$ cat src/rtl/absacc_pkg.sv
package absacc_pkg;
  localparam int SIZE_W = 2;

  // strobes from control to datapath
  typedef struct packed {
    logic loadEn;       // capture a new result this edge
    logic passThrough;  // reserved size: forward the accumulator
  } absacc_strobe_t;
endpackage

$ cat src/rtl/absacc_lane.sv
module absacc_lane #(
  parameter int ELEM_W = 8
) (
  input  logic [ELEM_W-1:0]   elemA,
  input  logic [ELEM_W-1:0]   elemB,
  input  logic                isUnsigned,
  input  logic [2*ELEM_W-1:0] accLane,
  output logic [2*ELEM_W-1:0] sumLane
);
  localparam int EXT_W = ELEM_W + 1;

  logic [EXT_W-1:0] extA, extB, diff, negDiff;
  logic [ELEM_W-1:0] magnitude;

  // one guard bit keeps the difference exact in both modes
  assign extA    = {~isUnsigned & elemA[ELEM_W-1], elemA};
  assign extB    = {~isUnsigned & elemB[ELEM_W-1], elemB};
  assign diff    = extA - extB;
  assign negDiff = extB - extA;
  assign magnitude = diff[EXT_W-1] ? negDiff[ELEM_W-1:0] : diff[ELEM_W-1:0];

  // sum confined to this lane: wraps modulo 2^(2*ELEM_W)
  assign sumLane = accLane + {{ELEM_W{1'b0}}, magnitude};
endmodule

$ cat src/rtl/absacc_ctrl.sv
module absacc_ctrl
  import absacc_pkg::*;
#(
  parameter int NUM_SIZES = 3
) (
  input  logic              clk,
  input  logic              rst,
  input  logic              start,
  input  logic [SIZE_W-1:0] sizeSel,
  output absacc_strobe_t    strobes,
  output logic              resultValid,
  output logic              illegalSize
);
  logic sizeReserved;

  assign sizeReserved = (int'(sizeSel) >= NUM_SIZES);

  always_comb begin
    strobes.loadEn      = start;
    strobes.passThrough = sizeReserved;
  end

  always_ff @(posedge clk) begin
    if (rst) begin
      resultValid <= 1'b0;
      illegalSize <= 1'b0;
    end else begin
      resultValid <= start;
      if (start) illegalSize <= sizeReserved;
    end
  end
endmodule

$ cat src/rtl/absacc_dpath.sv
module absacc_dpath
  import absacc_pkg::*;
#(
  parameter int DATA_W     = 64,
  parameter int MIN_ELEM_W = 8,
  parameter int NUM_SIZES  = 3
) (
  input  logic              clk,
  input  logic              rst,
  input  absacc_strobe_t    strobes,
  input  logic [SIZE_W-1:0] sizeSel,
  input  logic              isUnsigned,
  input  logic [DATA_W-1:0] srcA,
  input  logic [DATA_W-1:0] srcB,
  input  logic [2*DATA_W-1:0] accIn,
  output logic [2*DATA_W-1:0] result
);
  localparam int ACC_W = 2 * DATA_W;

  logic [ACC_W-1:0] variantSum [NUM_SIZES];
  logic [ACC_W-1:0] nextResult;

  // one full lane array per selectable element width
  for (genvar k = 0; k < NUM_SIZES; k++) begin : g_size
    localparam int ELEM_W = MIN_ELEM_W << k;
    localparam int LANES  = DATA_W / ELEM_W;
    logic [ACC_W-1:0] laneSums;

    for (genvar i = 0; i < LANES; i++) begin : g_lane
      absacc_lane #(.ELEM_W(ELEM_W)) u_lane (
        .elemA     (srcA[i*ELEM_W +: ELEM_W]),
        .elemB     (srcB[i*ELEM_W +: ELEM_W]),
        .isUnsigned(isUnsigned),
        .accLane   (accIn[i*2*ELEM_W +: 2*ELEM_W]),
        .sumLane   (laneSums[i*2*ELEM_W +: 2*ELEM_W])
      );
    end
    assign variantSum[k] = laneSums;
  end

  always_comb begin
    nextResult = accIn;
    if (!strobes.passThrough) begin
      for (int k = 0; k < NUM_SIZES; k++) begin
        if (sizeSel == SIZE_W'(k)) nextResult = variantSum[k];
      end
    end
  end

  always_ff @(posedge clk) begin
    if (rst)                 result <= '0;
    else if (strobes.loadEn) result <= nextResult;
  end
endmodule

$ cat src/rtl/absdiff_acc_unit.sv
module absdiff_acc_unit
  import absacc_pkg::*;
#(
  parameter int DATA_W     = 64,
  parameter int MIN_ELEM_W = 8,
  parameter int NUM_SIZES  = 3
) (
  input  logic                clk,
  input  logic                rst,
  input  logic                start,
  input  logic [1:0]          sizeSel,
  input  logic                isUnsigned,
  input  logic [DATA_W-1:0]   srcA,
  input  logic [DATA_W-1:0]   srcB,
  input  logic [2*DATA_W-1:0] accIn,
  output logic [2*DATA_W-1:0] result,
  output logic                resultValid,
  output logic                illegalSize
);
  absacc_strobe_t strobes;

  absacc_ctrl #(.NUM_SIZES(NUM_SIZES)) u_ctrl (
    .clk        (clk),
    .rst        (rst),
    .start      (start),
    .sizeSel    (sizeSel),
    .strobes    (strobes),
    .resultValid(resultValid),
    .illegalSize(illegalSize)
  );

  absacc_dpath #(
    .DATA_W    (DATA_W),
    .MIN_ELEM_W(MIN_ELEM_W),
    .NUM_SIZES (NUM_SIZES)
  ) u_dpath (
    .clk       (clk),
    .rst       (rst),
    .strobes   (strobes),
    .sizeSel   (sizeSel),
    .isUnsigned(isUnsigned),
    .srcA      (srcA),
    .srcB      (srcB),
    .accIn     (accIn),
    .result    (result)
  );
endmodule

$ cat config.mk
export PLATFORM = sky130hd
export DESIGN_NAME = absdiff_acc_unit
export DESIGN_NICKNAME = d
export VERILOG_FILES = /design/src/rtl/absacc_pkg.sv /design/src/rtl/absacc_lane.sv /design/src/rtl/absacc_ctrl.sv /design/src/rtl/absacc_dpath.sv /design/src/rtl/absdiff_acc_unit.sv
export SDC_FILE = /design/constraint.sdc
export NUM_CORES = 2
export LEC_CHECK = 0
export ABC_AREA = 0
export BUFFER_PORTS_ARGS = -buffer_cell sky130_fd_sc_hd__buf_2
export CORE_MARGIN = 5
export CORE_UTILIZATION = 40
export CTS_BUF_LIST = sky130_fd_sc_hd__clkbuf_4
export DETAILED_ROUTE_END_ITERATION = 10
export HOLD_SLACK_MARGIN = 0.15
export SYNTH_ARGS = -nofsm -noshare
export SYNTH_HDL_FRONTEND = slang
export SYNTH_HIERARCHICAL = 1
export SYNTH_SLANG_ARGS = --single-unit
$ cat constraint.sdc
create_clock -name clk -period 13.74 [get_ports clk]
set_clock_uncertainty 0.1 [all_clocks]
set_input_delay 1.374 -clock clk [delete_from_list [all_inputs] [get_ports clk]]
set_output_delay 1.374 -clock clk [all_outputs]
set_load 0.02 [all_outputs]
* Word-level counts from Yosys, hierarchy flattened
Index checks and enable logic that the tools add are counted.
** Word-level totals
- Output and inout bits :: 130
- Input port bits :: 262
- Register bits after elaboration :: 130
** Cells by class
- Equality and inequality tests :: 2
- Muxes and demuxes :: 18
- Order comparisons :: 1
- Bitwise gates (word level) :: 17
- Reduce and logical (&&, ||, !) cells :: 1
- Add/subtract/negate cells :: 42
** Operators with widths (count)
- 2-to-1 mux 128 bit :: 4
- adder 16 x 8 -> 16 bit :: 8
- adder 32 x 16 -> 32 bit :: 4
- adder 64 x 32 -> 64 bit :: 2
- subtractor 9 bit :: 8
- subtractor 17 bit :: 4
- subtractor 33 bit :: 2
- 2-to-1 mux 16 bit :: 4
- 2-to-1 mux 32 bit :: 2
- 2-to-1 mux 8 bit :: 8
- subtractor 16 bit :: 4
- subtractor 32 bit :: 2
- subtractor 8 bit :: 8
- bitwise AND 1 bit :: 16
- equality test 2 x 1 -> 1 bit (second input constant) :: 1
- equality test 2 bit (second input constant) :: 1
- greater-or-equal comparator 2 bit (second input constant) :: 1
- logical NOT 2 bit :: 1
- inverter 1 bit :: 1

* Longest topological paths before layout
- Depth in word-level cells :: 9
- Gate-level depth with buffers :: 30
- Depth with buffers taken out :: 26

* Hierarchy
The synthesis kept the hierarchy.
** Modules (own cells, without submodules)
- absacc_lane (u_dpath.g_size[1].g_lane[0].u_lane ...) :: cells an instance 383, instances 4, area each 2750.1 um^2, sequential area each 0.0 um^2
- absacc_dpath :: cells an instance 1167, instances 1, area each 10097.2 um^2, sequential area each 2562.5 um^2
- absacc_lane (u_dpath.g_size[0].g_lane[0].u_lane ...) :: cells an instance 197, instances 5, area each 1455.1 um^2, sequential area each 0.0 um^2
- absacc_lane (u_dpath.g_size[2].g_lane[0].u_lane) :: cells an instance 867, instances 1, area each 5960.7 um^2, sequential area each 0.0 um^2
- absacc_lane (u_dpath.g_size[2].g_lane[1].u_lane) :: cells an instance 871, instances 1, area each 5945.7 um^2, sequential area each 0.0 um^2
- absacc_lane (u_dpath.g_size[0].g_lane[5].u_lane ...) :: cells an instance 155, instances 3, area each 1173.6 um^2, sequential area each 0.0 um^2
- absacc_ctrl :: cells an instance 8, instances 1, area each 90.1 um^2, sequential area each 40.0 um^2

* Worst setup path before layout
OpenSTA, ideal clock, no wires.
- Path kind :: input -> register
- From :: in srcA[32]
- To :: reg u_dpath.result[120]
- Stages :: 28
- Slack :: 7.283 ns
- Arrival time :: 6.266 ns
- Library setup time :: 0.091 ns
- Cells stage by stage :: inv_1 ha_1 inv_1 fa_1 nand3_1 a21oi_2 o41ai_4 a211oi_1 or3_1 nand4_2 buf_6 buf_6 mux2i_1 xnor2_1 ha_1 nor2b_1 o21a_1 o21ai_1 a2111oi_1 or3b_1 a31oi_1 o21a_1 buf_4 nor3_1 xnor2_1 nor3b_1 o21ai_0 a311oi_1
** Between the ends
- Longest elaborated chain between the ends :: 5
- Elaborated cells between the ends (all ways) :: 6
** RTL lines
- start, declared :: line absdiff_acc_unit.sv:13 : input logic [DATA_W-1:0] srcA,
- subtractor 33 bit / subtractor 32 bit (equally long branches) :: line absacc_lane.sv:18, absacc_lane.sv:19
- 2-to-1 mux 32 bit * :: line absacc_lane.sv:20 : assign magnitude = diff[EXT_W-1] ? negDiff[ELEM_W-1:0] : diff[ELEM_W-1:0];
- adder 64 x 32 -> 64 bit * :: line absacc_lane.sv:23 : assign sumLane = accLane + {{ELEM_W{1'b0}}, magnitude};
- net u_dpath.g_size[2].laneSums[120] :: line absacc_dpath.sv:27 : logic [ACC_W-1:0] laneSums;
- 2-to-1 mux 128 bit * :: line absacc_dpath.sv:45 : if (sizeSel == SIZE_W'(k)) nextResult = variantSum[k];
- 2-to-1 mux 128 bit * :: line absacc_dpath.sv:43 : if (!strobes.passThrough) begin
- end signal, assigned :: line absacc_dpath.sv:52 : else if (strobes.loadEn) result <= nextResult;
- end, declared :: line absacc_dpath.sv:16 : output logic [2*DATA_W-1:0] result
Mark *: on every way through the listed nets, which the timed path passes. The rest lies on a longest branch.
A chain may end at the register's enable or synchronous reset.

* Worst setup path in the final report
- From :: in srcA[32]
- To :: reg u_dpath.result[98]
The elaborated chain is that of the path after synthesis.

==> key figures <==
Run status
  • Status: completed

Placement
  • Placed Instances: 7,398
  • DP HPWL: 121,000 um
  • Placer Congestion: 0.927
  • Port Buffers: 391

Pwr
  • Overall Power: 4.48 mW
  • Switch share: 54.3%
  • Pleak: 21.3 nW
  • Pint: 2.05 mW
  • Combinational share of power: 82.6%
  • Max IR drop VDD: 50.1 uV
  • Sequential Power Share: 10.0%
  • Power per cell area: 97.0 mW/mm2
  • Switch Pwr: 2.43 mW
  • Power share of the clock group: 7.4%

Synth
  • Main synth FF type: dfxtp_1
  • Number of synthesized flops with an enable pin: 0
  • Synth async-reset ratio: 0%
  • Yosys warns: 6
  • Most common cell in the netlist: ha_1
  • Syn_area_per_cell: 7.45 um2
  • Post-synth top cells: ha_1, inv_1, nor2_1
  • Syn_nets: 6,769
  • Distinct cells, synth: 108
  • Post-Syn Instances: 5,895
  • Post-synth top area share: 16.2%
  • Top post-synthesis cells by area: ha_1, xnor2_1, dfxtp_1, a21oi_1, inv_1
  • Largest area contributor in the netlist: ha_1
  • Flops & latches, synth: 130
  • Sequential area share after synthesis: 5.93%
  • Synthesized cell area: 0.0439 mm2

Clock tree
  • Post-CTS setup buffer count: 0
  • Post-cts sizing count: 0
  • # hold bufs at CTS: 0
  • Clk buf depth: 2
  • CTS tree: yes
  • Clk Latency, worst-skew pair: 820 ps
  • Clock Root Buffer: clkbuf_4
  • Clk sinks: 130
  • TritonCTS Buffers: 17
  • Reg clk slew, reported paths: 160 ps
  • H-tree depth: 4

Die
  • Die W: 341 um
  • Die ar.: 0.116 mm2
  • Initial core utilization: 40.3%
  • Die Span Y: 341 um
  • IO Pins: 392
  • Total core area: 0.109 mm2
  • Row Count: 121

STA
  • Max Clk Rate: 0.131 GHz
  • Period minus WS final: 7650 ps
  • Least-Margin Pin Slew: 1130 ps
  • Final slew viol count: 0
  • RSZ-0062 raised after global routing: no
  • Relative slew margins: 23.8%
  • Fin crit share: 55.6%
  • Setup_tns: 0 ps
  • Hold Vio Cnt, Final: 0
  • WHS: 393 ps
  • Final setup violation count: 0

Final layout
  • FILL cells: 11.4k
  • FF/Latch Area: 0.00260 mm2
  • Layout Nets: 6,877
  • Share of post-route cells with drive strength above 1: 13.7%
  • Non-Filler Instances: 7,458
  • Layout area overhead: 5.26%
  • Area of the multi-input gates: 0.0373 mm2

Global route
  • Grt met2 use: 41.9%
  • GRT overflow: 0
  • Global Route Usage Sum: 24.8%
  • Number of global-route vias before repair: 42.1k
  • Most Crowded Layer GR: met2
  • Met3 Usage GRT: 3.53%
  • Initial antenna violation count: 28
  • Routing usage on met1: 32.8%
  • First-pass GRT wire length: 236,000 um
  • Largest net degree at the start of global routing: 159

Job
  • Max-cap viol count: 0

Route
  • Via count: 44.1k
  • Via/cell ratio: 5.91
  • WL/cell: 20.4 um
  • Routed Antenna Nets: 0
  • Initial DRC Count: 3,362
  • # DRC: 0
  • DRT Pass-1 Iters: 6
  • Final wirelength: 152,000 um

Critical path
  • Critical path class: input port to flip-flop
  • Crit end category: flip-flop
  • Worst EP required: 14,350 ps
  • Worst Path Arrival: 8260 ps
  • Setup crit start kind: input port
  • Max FO, Critical Path: 48

Hold path
  • Hold Path Class: flip-flop to flip-flop
-- metrics by stage --
step                      setup slack, ps  cell area (um2)  util [%]
after CTS                            6340            46100      42.4
final                                6090            46200      42.4
after floorplan                      7280            43900         -
after global placement               5500            45800      42.1
after detailed placement             5400            45800      42.1
after global routing                 5870            46200      42.4
-- logic make-up after synthesis --
logic type,share of synthesized area [%]
flip-flops,5.93
multiplexers,5.82
buffers and inverters,9.07
AO/OA/AOI/OAI,30.0
adder cells (fa/ha/maj),18.2
AND/OR/NAND/NOR,20.6
XOR/XNOR,10.4
-- per-layer routing --
| layer | up-vias | part of all wire (%) |
|---|---|---|
| li1 | 21600 | - |
| met1 | 21000 | 45 |
| met2 | 1263 | 47 |
| met3 | 177 | 6.1 |
| met4 | 2 | 2.5 |
| met5 | - | 0.0085 |
-- cell type report --
class                           instances  area share, %
Clock buffer                           17          0.276
Sequential cell                       130           5.63
Antenna cell                           28          0.152
Clock inverter                         15          0.347
Multi-Input combinational cell       4906           80.8
Inverter                              540           4.39
Tap cell                             1414           3.83
Timing Repair Buffer                  408           4.59
-- sequential cells by signal, indices dropped and copies added (netlist names) --
name                cells
u_dpath/result        128
u_ctrl/resultValid      1
u_ctrl/illegalSize      1
-- placed cells by master, fill, tap and decap left out, types with 23 or more instances in the layout --
cell type	instances
a211o_1	26
a211oi_1	36
a21o_1	213
a21o_2	27
a21oi_1	401
a22oi_1	135
a311oi_1	132
a31oi_1	64
and2_1	150
and3_1	71
buf_2	387
dfxtp_1	130
diode_2	28
fa_1	42
ha_1	570
inv_1	532
mux2_2	141
mux2i_1	91
nand2_1	284
nand2b_1	32
nand3_1	129
nand4_1	106
nor2_1	403
nor2b_1	67
nor3_1	112
nor3b_1	62
nor3b_2	80
nor4_1	37
o2111ai_1	23
o211ai_1	75
o21a_1	92
o21ai_0	237
o21ai_1	141
o21bai_1	52
xnor2_1	316
xor2_1	180
-- power groups by stage --
stage	logic, mW	registers (mW)	clock network, mW
after floorplan	2.73	0.492	0
after detailed placement	3.62	0.454	0
after CTS	3.65	0.447	0.348
after global routing	4.05	0.450	0.359
after global placement	3.61	0.455	0
final	3.70	0.446	0.333
-- critical path: stages --
cell	delay, ps
buf_2	140
inv_1	60
ha_1	160
inv_1	60
fa_1	390
nand3_1	120
a21oi_2	100
o41ai_4	450
a211oi_1	240
or3_1	410
nand4_2	70
buf_4	490
mux2i_1	280
xnor2_1	140
ha_1	310
a2111oi_1	510
a2111oi_1	260
or3b_1	450
a31oi_1	390
o21a_1	890
nor2_1	130
xor2_1	170
nor3b_1	180
o21ai_0	120
a311oi_1	310
-- worst paths after layout --
path	start	end	slack [ps]	depth (start not counted)
worst max-delay path	srcA[32]	u_dpath/result[98]	6090	25
worst min-delay path	u_dpath/result[38]	u_dpath/result[38]	390	2
worst max register to register	u_dpath/result[58]	u_dpath/result[58]	12670	2
worst min register to register	u_dpath/result[38]	u_dpath/result[38]	390	2
Power figures use the tool's default switching activity.
